$ cat src/rtl/pmpb_pkg.sv
package pmpb_pkg;

    typedef enum logic [1:0] {
        MATCH_OFF   = 2'd0,
        MATCH_TOR   = 2'd1,
        MATCH_NA4   = 2'd2,
        MATCH_NAPOT = 2'd3
    } match_mode_e;

    localparam int CFG_BYTE_W = 8;
    localparam int MODE_LSB   = 3;

    function automatic match_mode_e mode_of(input logic [CFG_BYTE_W-1:0] cfg_byte);
        return match_mode_e'(cfg_byte[MODE_LSB +: 2]);
    endfunction

    function automatic logic is_enabled(input match_mode_e m);
        return m != MATCH_OFF;
    endfunction

endpackage

$ cat src/rtl/pmpb_entry_dec.sv
module pmpb_entry_dec
    import pmpb_pkg::*;
#(
    parameter int ADDR_W = 32,
    localparam int BW = ADDR_W + 2
) (
    input  match_mode_e       mode,
    input  logic [ADDR_W-1:0] self_addr,
    input  logic [ADDR_W-1:0] below_addr,
    output logic [BW-1:0]     lo,
    output logic [BW-1:0]     hi
);

    logic [BW-1:0] self_byte;
    logic [BW-1:0] below_byte;
    logic [BW-1:0] tor_lo, tor_hi;
    logic [BW-1:0] pow_a, pow_inc;

    always_comb begin
        self_byte  = {self_addr, 2'b00};
        below_byte = {below_addr, 2'b00};
        tor_lo     = below_byte;
        tor_hi     = self_byte - BW'(1);
        pow_a      = {self_addr, 2'b11};
        pow_inc    = pow_a + BW'(1);
    end

    always_comb begin
        lo = '0;
        hi = '0;
        unique case (mode)
            MATCH_OFF: begin
                lo = '0;
                hi = '1;
            end
            MATCH_TOR: begin
                if (tor_lo > tor_hi) begin
                    lo = '0;
                    hi = '0;
                end else begin
                    lo = tor_lo;
                    hi = tor_hi;
                end
            end
            MATCH_NA4: begin
                lo = self_byte;
                hi = self_byte + BW'(3);
            end
            MATCH_NAPOT: begin
                lo = pow_a & pow_inc;
                hi = pow_a | pow_inc;
            end
            default: begin
                lo = '0;
                hi = '0;
            end
        endcase
    end

endmodule

$ cat src/rtl/pmpb_active_cnt.sv
module pmpb_active_cnt #(
    parameter int NUM_ENTRIES = 8,
    localparam int CNT_W = $clog2(NUM_ENTRIES + 1)
) (
    input  logic [NUM_ENTRIES-1:0] enabled,
    output logic [CNT_W-1:0]       count
);

    always_comb begin
        count = '0;
        for (int i = 0; i < NUM_ENTRIES; i++) begin
            count = count + CNT_W'(enabled[i]);
        end
    end

endmodule

$ cat src/rtl/pmp_bound_decoder.sv
module pmp_bound_decoder
    import pmpb_pkg::*;
#(
    parameter int NUM_ENTRIES = 8,
    parameter int ADDR_W      = 32,
    localparam int BW    = ADDR_W + 2,
    localparam int CNT_W = $clog2(NUM_ENTRIES + 1)
) (
    input  logic                          clk,
    input  logic                          rst,
    input  logic [NUM_ENTRIES*8-1:0]      cfg_i,
    input  logic [NUM_ENTRIES*ADDR_W-1:0] addr_i,
    output logic [NUM_ENTRIES*BW-1:0]     lo_o,
    output logic [NUM_ENTRIES*BW-1:0]     hi_o,
    output logic [CNT_W-1:0]              count_o
);

    match_mode_e      mode_w  [NUM_ENTRIES];
    logic [BW-1:0]    lo_w    [NUM_ENTRIES];
    logic [BW-1:0]    hi_w    [NUM_ENTRIES];
    logic [BW-1:0]    lo_q    [NUM_ENTRIES];
    logic [BW-1:0]    hi_q    [NUM_ENTRIES];
    logic [NUM_ENTRIES-1:0] enabled_w;
    logic [CNT_W-1:0] count_w;
    logic [CNT_W-1:0] count_q;

    genvar g;
    generate
        for (g = 0; g < NUM_ENTRIES; g++) begin : g_entry
            logic [ADDR_W-1:0] below;
            assign mode_w[g]    = mode_of(cfg_i[g*8 +: 8]);
            assign enabled_w[g] = is_enabled(mode_w[g]);

            if (g == 0) begin : g_first
                assign below = '0;
            end else begin : g_rest
                assign below = addr_i[(g-1)*ADDR_W +: ADDR_W];
            end

            pmpb_entry_dec #(.ADDR_W(ADDR_W)) u_dec (
                .mode       (mode_w[g]),
                .self_addr  (addr_i[g*ADDR_W +: ADDR_W]),
                .below_addr (below),
                .lo         (lo_w[g]),
                .hi         (hi_w[g])
            );

            always_ff @(posedge clk) begin
                if (rst) begin
                    lo_q[g] <= '0;
                    hi_q[g] <= '0;
                end else begin
                    lo_q[g] <= lo_w[g];
                    hi_q[g] <= hi_w[g];
                end
            end

            assign lo_o[g*BW +: BW] = lo_q[g];
            assign hi_o[g*BW +: BW] = hi_q[g];

            assert_off_full_R2: assert property (@(posedge clk) disable iff (rst)
                (!$past(rst) && $past(cfg_i[g*8+4 -: 2]) == 2'd0)
                |-> (lo_q[g] == '0 && hi_q[g] == '1));

            assert_order_R4: assert property (@(posedge clk) disable iff (rst)
                !$past(rst) |-> (lo_q[g] <= hi_q[g]));

            assert_na4_span_R5: assert property (@(posedge clk) disable iff (rst)
                (!$past(rst) && $past(cfg_i[g*8+4 -: 2]) == 2'd2)
                |-> ((hi_q[g] - lo_q[g]) == BW'(3)));

            assert_napot_pow2_R6: assert property (@(posedge clk) disable iff (rst)
                (!$past(rst) && $past(cfg_i[g*8+4 -: 2]) == 2'd3)
                |-> ((((hi_q[g] - lo_q[g]) & (hi_q[g] - lo_q[g] + BW'(1))) == '0)
                     && ((hi_q[g] - lo_q[g]) >= BW'(7))
                     && ((lo_q[g] & (hi_q[g] - lo_q[g])) == '0)));
        end
    endgenerate

    pmpb_active_cnt #(.NUM_ENTRIES(NUM_ENTRIES)) u_cnt (
        .enabled (enabled_w),
        .count   (count_w)
    );

    always_ff @(posedge clk) begin
        if (rst) count_q <= '0;
        else     count_q <= count_w;
    end

    assign count_o = count_q;

    assert_reset_zero_R1: assert property (@(posedge clk)
        $past(rst) |-> (count_q == '0 && lo_q[0] == '0 && hi_q[0] == '0));

    assert_count_match_R7: assert property (@(posedge clk) disable iff (rst)
        !$past(rst) |-> (32'(count_q) == $past($countones(enabled_w))));

endmodule

$ cat config.mk
export PLATFORM = sky130hd
export DESIGN_NAME = pmp_bound_decoder
export DESIGN_NICKNAME = d
export VERILOG_FILES = /design/src/rtl/pmpb_pkg.sv /design/src/rtl/pmpb_entry_dec.sv /design/src/rtl/pmpb_active_cnt.sv /design/src/rtl/pmp_bound_decoder.sv
export SDC_FILE = /design/constraint.sdc
export NUM_CORES = 2
export LEC_CHECK = 0
export ABC_CLOCK_PERIOD_IN_PS = 6800
export BUFFER_PORTS_ARGS = -buffer_cell sky130_fd_sc_hd__buf_2
export CAP_MARGIN = 20
export CORE_AREA = 3 3 340 342
export CTS_BUF_LIST = sky130_fd_sc_hd__clkbuf_2 sky130_fd_sc_hd__clkbuf_4 sky130_fd_sc_hd__clkbuf_8
export DETAILED_ROUTE_END_ITERATION = 8
export DIE_AREA = 0 0 343 345
export PLACE_DENSITY_LB_ADDON = 0.25
export SLEW_MARGIN = 15
export SYNTH_ARGS = -nofsm -noshare
export SYNTH_HDL_FRONTEND = slang
export SYNTH_SLANG_ARGS = --single-unit
$ cat constraint.sdc
create_clock -name clk -period 6.8 [get_ports clk]
set_input_delay 1.36 -clock clk [delete_from_list [all_inputs] [get_ports clk]]
set_output_delay 1.36 -clock clk [all_outputs]
set_load 0.1 [all_outputs]
==> flow_metrics.tcl <==
set metrics [dict create \
    yosysWarnings 0 \
    seq_power_share 0.318 \
    status "complete, no violations" \
    io_pins 870 \
    core-area_mm2 0.113 \
    vias_per_cell 5.69 \
    grt_pass1_wl_mm 247 \
    clkPwrFrac 0.355 \
    core.rowCount 123 \
    dp_hpwl_mm 141 \
    yosys.area.top_type_share 0.337 \
    wl_per_cell_um 29.2 \
    finalPower_mw 10.7 \
    async_flop_share 0 \
    crit_fanout 10 \
    yosysMostFrequentCell "dfxtp_1" \
    fillCellCount 12000 \
    vdd_drop_max_mv 0.180 \
    cp.depth 19 \
    numCtsBuffers 99 \
    postCtsResizedCells 0 \
    fin_crit_ns 5.48 \
    grt_pass1_vias 33600 \
    ant_nets 0 \
    cts_sinks 525 \
    p_per_area_mw_per_mm2 272 \
    vias 34500 \
    ys_seq_area_frac 0.337 \
    area_growth_pct 26.3 \
    ctsHoldBuffers 0 \
    rsz0062_at_grt "no" \
    power.switching_mw 4.51 \
    endpoint_kind "flop" \
    drive_above_1_share 0.262 \
    htree_levels 3 \
    min_period_over_period 0.806 \
    cpLargestDelayFamily "simple AND/OR/NAND/NOR gates" \
    hold_violations 0 \
    swShare 0.421 \
    max_freq_mhz 182 \
    cts.reportedPaths.clkPinSlew_ns 0.06 \
    regArea_mm2 0.0105 \
    antenna_found_initial 38 \
    path_buf_inv 5 \
    crit_chain "buf_2 > inv_1 > ha_1 > nor3b_1 > nand2_1 > nor3_1 > nand3_1 > nor3_1 > xnor2_1 > ha_1 > nand4_1 > nor4_1 > a22oi_1 > a311o_1 > nand2_1 > buf_4 > a21o_1 > inv_1 > buf_4" \
    postCtsSetupBuffers 0 \
    firstDrtPassIters 6 \
    die_y_um 345 \
    track_usage 0.286 \
    worstPathArrival_ns 6.13 \
    routed_wl_mm 177 \
    multi_input_area_mm2 0.0189 \
    power_frac_comb 0.327 \
    worst_pin_slew_ns 1.08 \
    timing.slew.headroom 0.274 \
    p_int_mw 6.20 \
    nNetsFinal 5049 \
    synthesis.area_mm2 0.0312 \
    cts_tree "done" \
    worstSetupPathType "input pin to flop" \
    synth_cell_type_count 91 \
    avgSynthCellArea_um2 8.29 \
    yosysTopAreaCell "dfxtp_1" \
    portBuffers 805 \
    root_buffer "clkbuf_8" \
    hold_class "input pin to flop" \
    endpoint "hi_q[1][1]" \
    startpoint_type "input pin" \
    synth_flop_cell "dfxtp_1" \
    maxCapViolCount 0 \
    synthTopCellsByArea "dfxtp_1 34%, ha_1 9.8%, xnor2_1 4.1%" \
    p_leak_nw 16.8 \
    gp_congestion 0.978 \
    overflow 0 \
    finalSetupViolCount 0 \
    grt_max_degree 85 \
    clock_path_buffers 3 \
    crit_path_top_delay_cell "nor3_1" \
    dieArea_mm2 0.118 \
    tns_ns 0 \
    synth_common_cells "525 x dfxtp_1, 324 x nand2_1, 292 x clkbuf_1, 292 x nor2_1, 245 x ha_1" \
    maxSlewViolCount 0 \
    ys_ff_latch 525 \
    drcViolationCount 0 \
    start_util 0.277 \
    drt_iter0_drc 3274 \
    critPathRequiredTime_ns 7.45 \
    cpPeakStageDelay_ns 0.45 \
    die_w_um 343 \
    synth_edf_count 0 \
    startpoint "addr_i[128]" \
    post-route-util 0.349 \
    syn_inst 3758 \
]
## power groups by stage
stage | clock (mW) | sequential (mW) | combinational (mW)
global placement | 0 | 3.47 | 3.47
floorplan | 0 | 5.04 | 0.940
CTS | 3.93 | 3.41 | 3.49
finish | 3.80 | 3.41 | 3.50
detailed placement | 0 | 3.47 | 3.48
global route | 4.04 | 3.43 | 3.64
## worst min-delay path, delay by kind of cell
| kind | cells | cell delay [ns] |
|---|---|---|
| AOI/OAI and AO/OA | 1 | 0.06 |
| and+or+nand+nor | 1 | 0.06 |
| buffers and inverters | 1 | 0.15 |
## metrics by stage
step	instance area [um2]	std cells	hold WS [ns]	setup slack, ns
2_1_floorplan	31200	3773	1.46	1.21
3_3_place_gp	36900	5876	1.67	0.313
3_5_place_dp	36900	5877	1.67	0.589
4_1_cts	39300	6057	0.811	1.46
5_1_grt	39300	6058	0.880	1.10
6_report	39400	6069	0.918	1.32
## cell usage in the layout, fill, tap and decap left out, types with 19 or more instances in the layout
cell type	n
xor2_1	64
o21a_1	34
o22ai_1	79
nand4_1	119
o21ai_0	158
nor2b_1	20
clkbuf_8	116
xnor2_1	146
a31oi_1	26
ha_1	245
and3_1	67
a221oi_1	40
buf_4	134
dfxtp_1	525
clkbuf_4	20
or4_1	26
nor3_1	141
nor2_1	288
nand2_1	324
and2_1	20
and4_1	27
a311oi_1	34
a21oi_1	148
a32o_1	117
clkinv_2	20
a211oi_1	79
inv_1	104
o211ai_1	19
nor4_1	54
o2bb2ai_1	20
nor3b_1	27
nand3_1	125
or3_1	47
buf_2	805
a21o_1	36
## flip-flops by register name (all words and copies together) (netlist names)
register	cells
hi_q	265
lo_q	256
count_o	4
## cell families after synthesis
kind of cell             share of synthesized area
buffers and inverters                       0.0588
flip-flops                                   0.337
other                                     0.000120
XOR/XNOR                                    0.0590
AO/OA/AOI/OAI                                0.220
multiplexers                               0.00229
adder cells (fa/ha/maj)                      0.101
AND/OR/NAND/NOR                              0.222
## metal layers
metal,GRT usage,routed length (um),up-vias
met3,0.0639,16700,436
li1,-,-,15400
met2,0.497,85300,2126
met1,0.328,65100,16600
met5,0,170,-
met4,0.143,9960,26
## layout make-up
cell class / count / share of cell area
antenna: 12 / 0.000763
clock buffer: 136 / 0.0444
clock inverter: 44 / 0.0165
inverter: 112 / 0.0107
multi-input combinational: 2794 / 0.481
sequential: 525 / 0.267
tap: 1500 / 0.0477
timing repair buffer: 946 / 0.131
## worst min-delay path by stage
stage	startpoint	end	slack (ns)	cells past startpoint
floorplan	addr_i[22]	hi_q[0][24]	1.46	1
global placement	addr_i[253]	lo_q[1][133]	1.67	3
finish	addr_i[191]	lo_q[1][67]	0.92	3
CTS	addr_i[191]	lo_q[1][67]	0.81	3
detailed placement	addr_i[255]	lo_q[1][135]	1.67	2
global route	addr_i[191]	lo_q[1][67]	0.88	3
(Power assumes the default switching activity.)
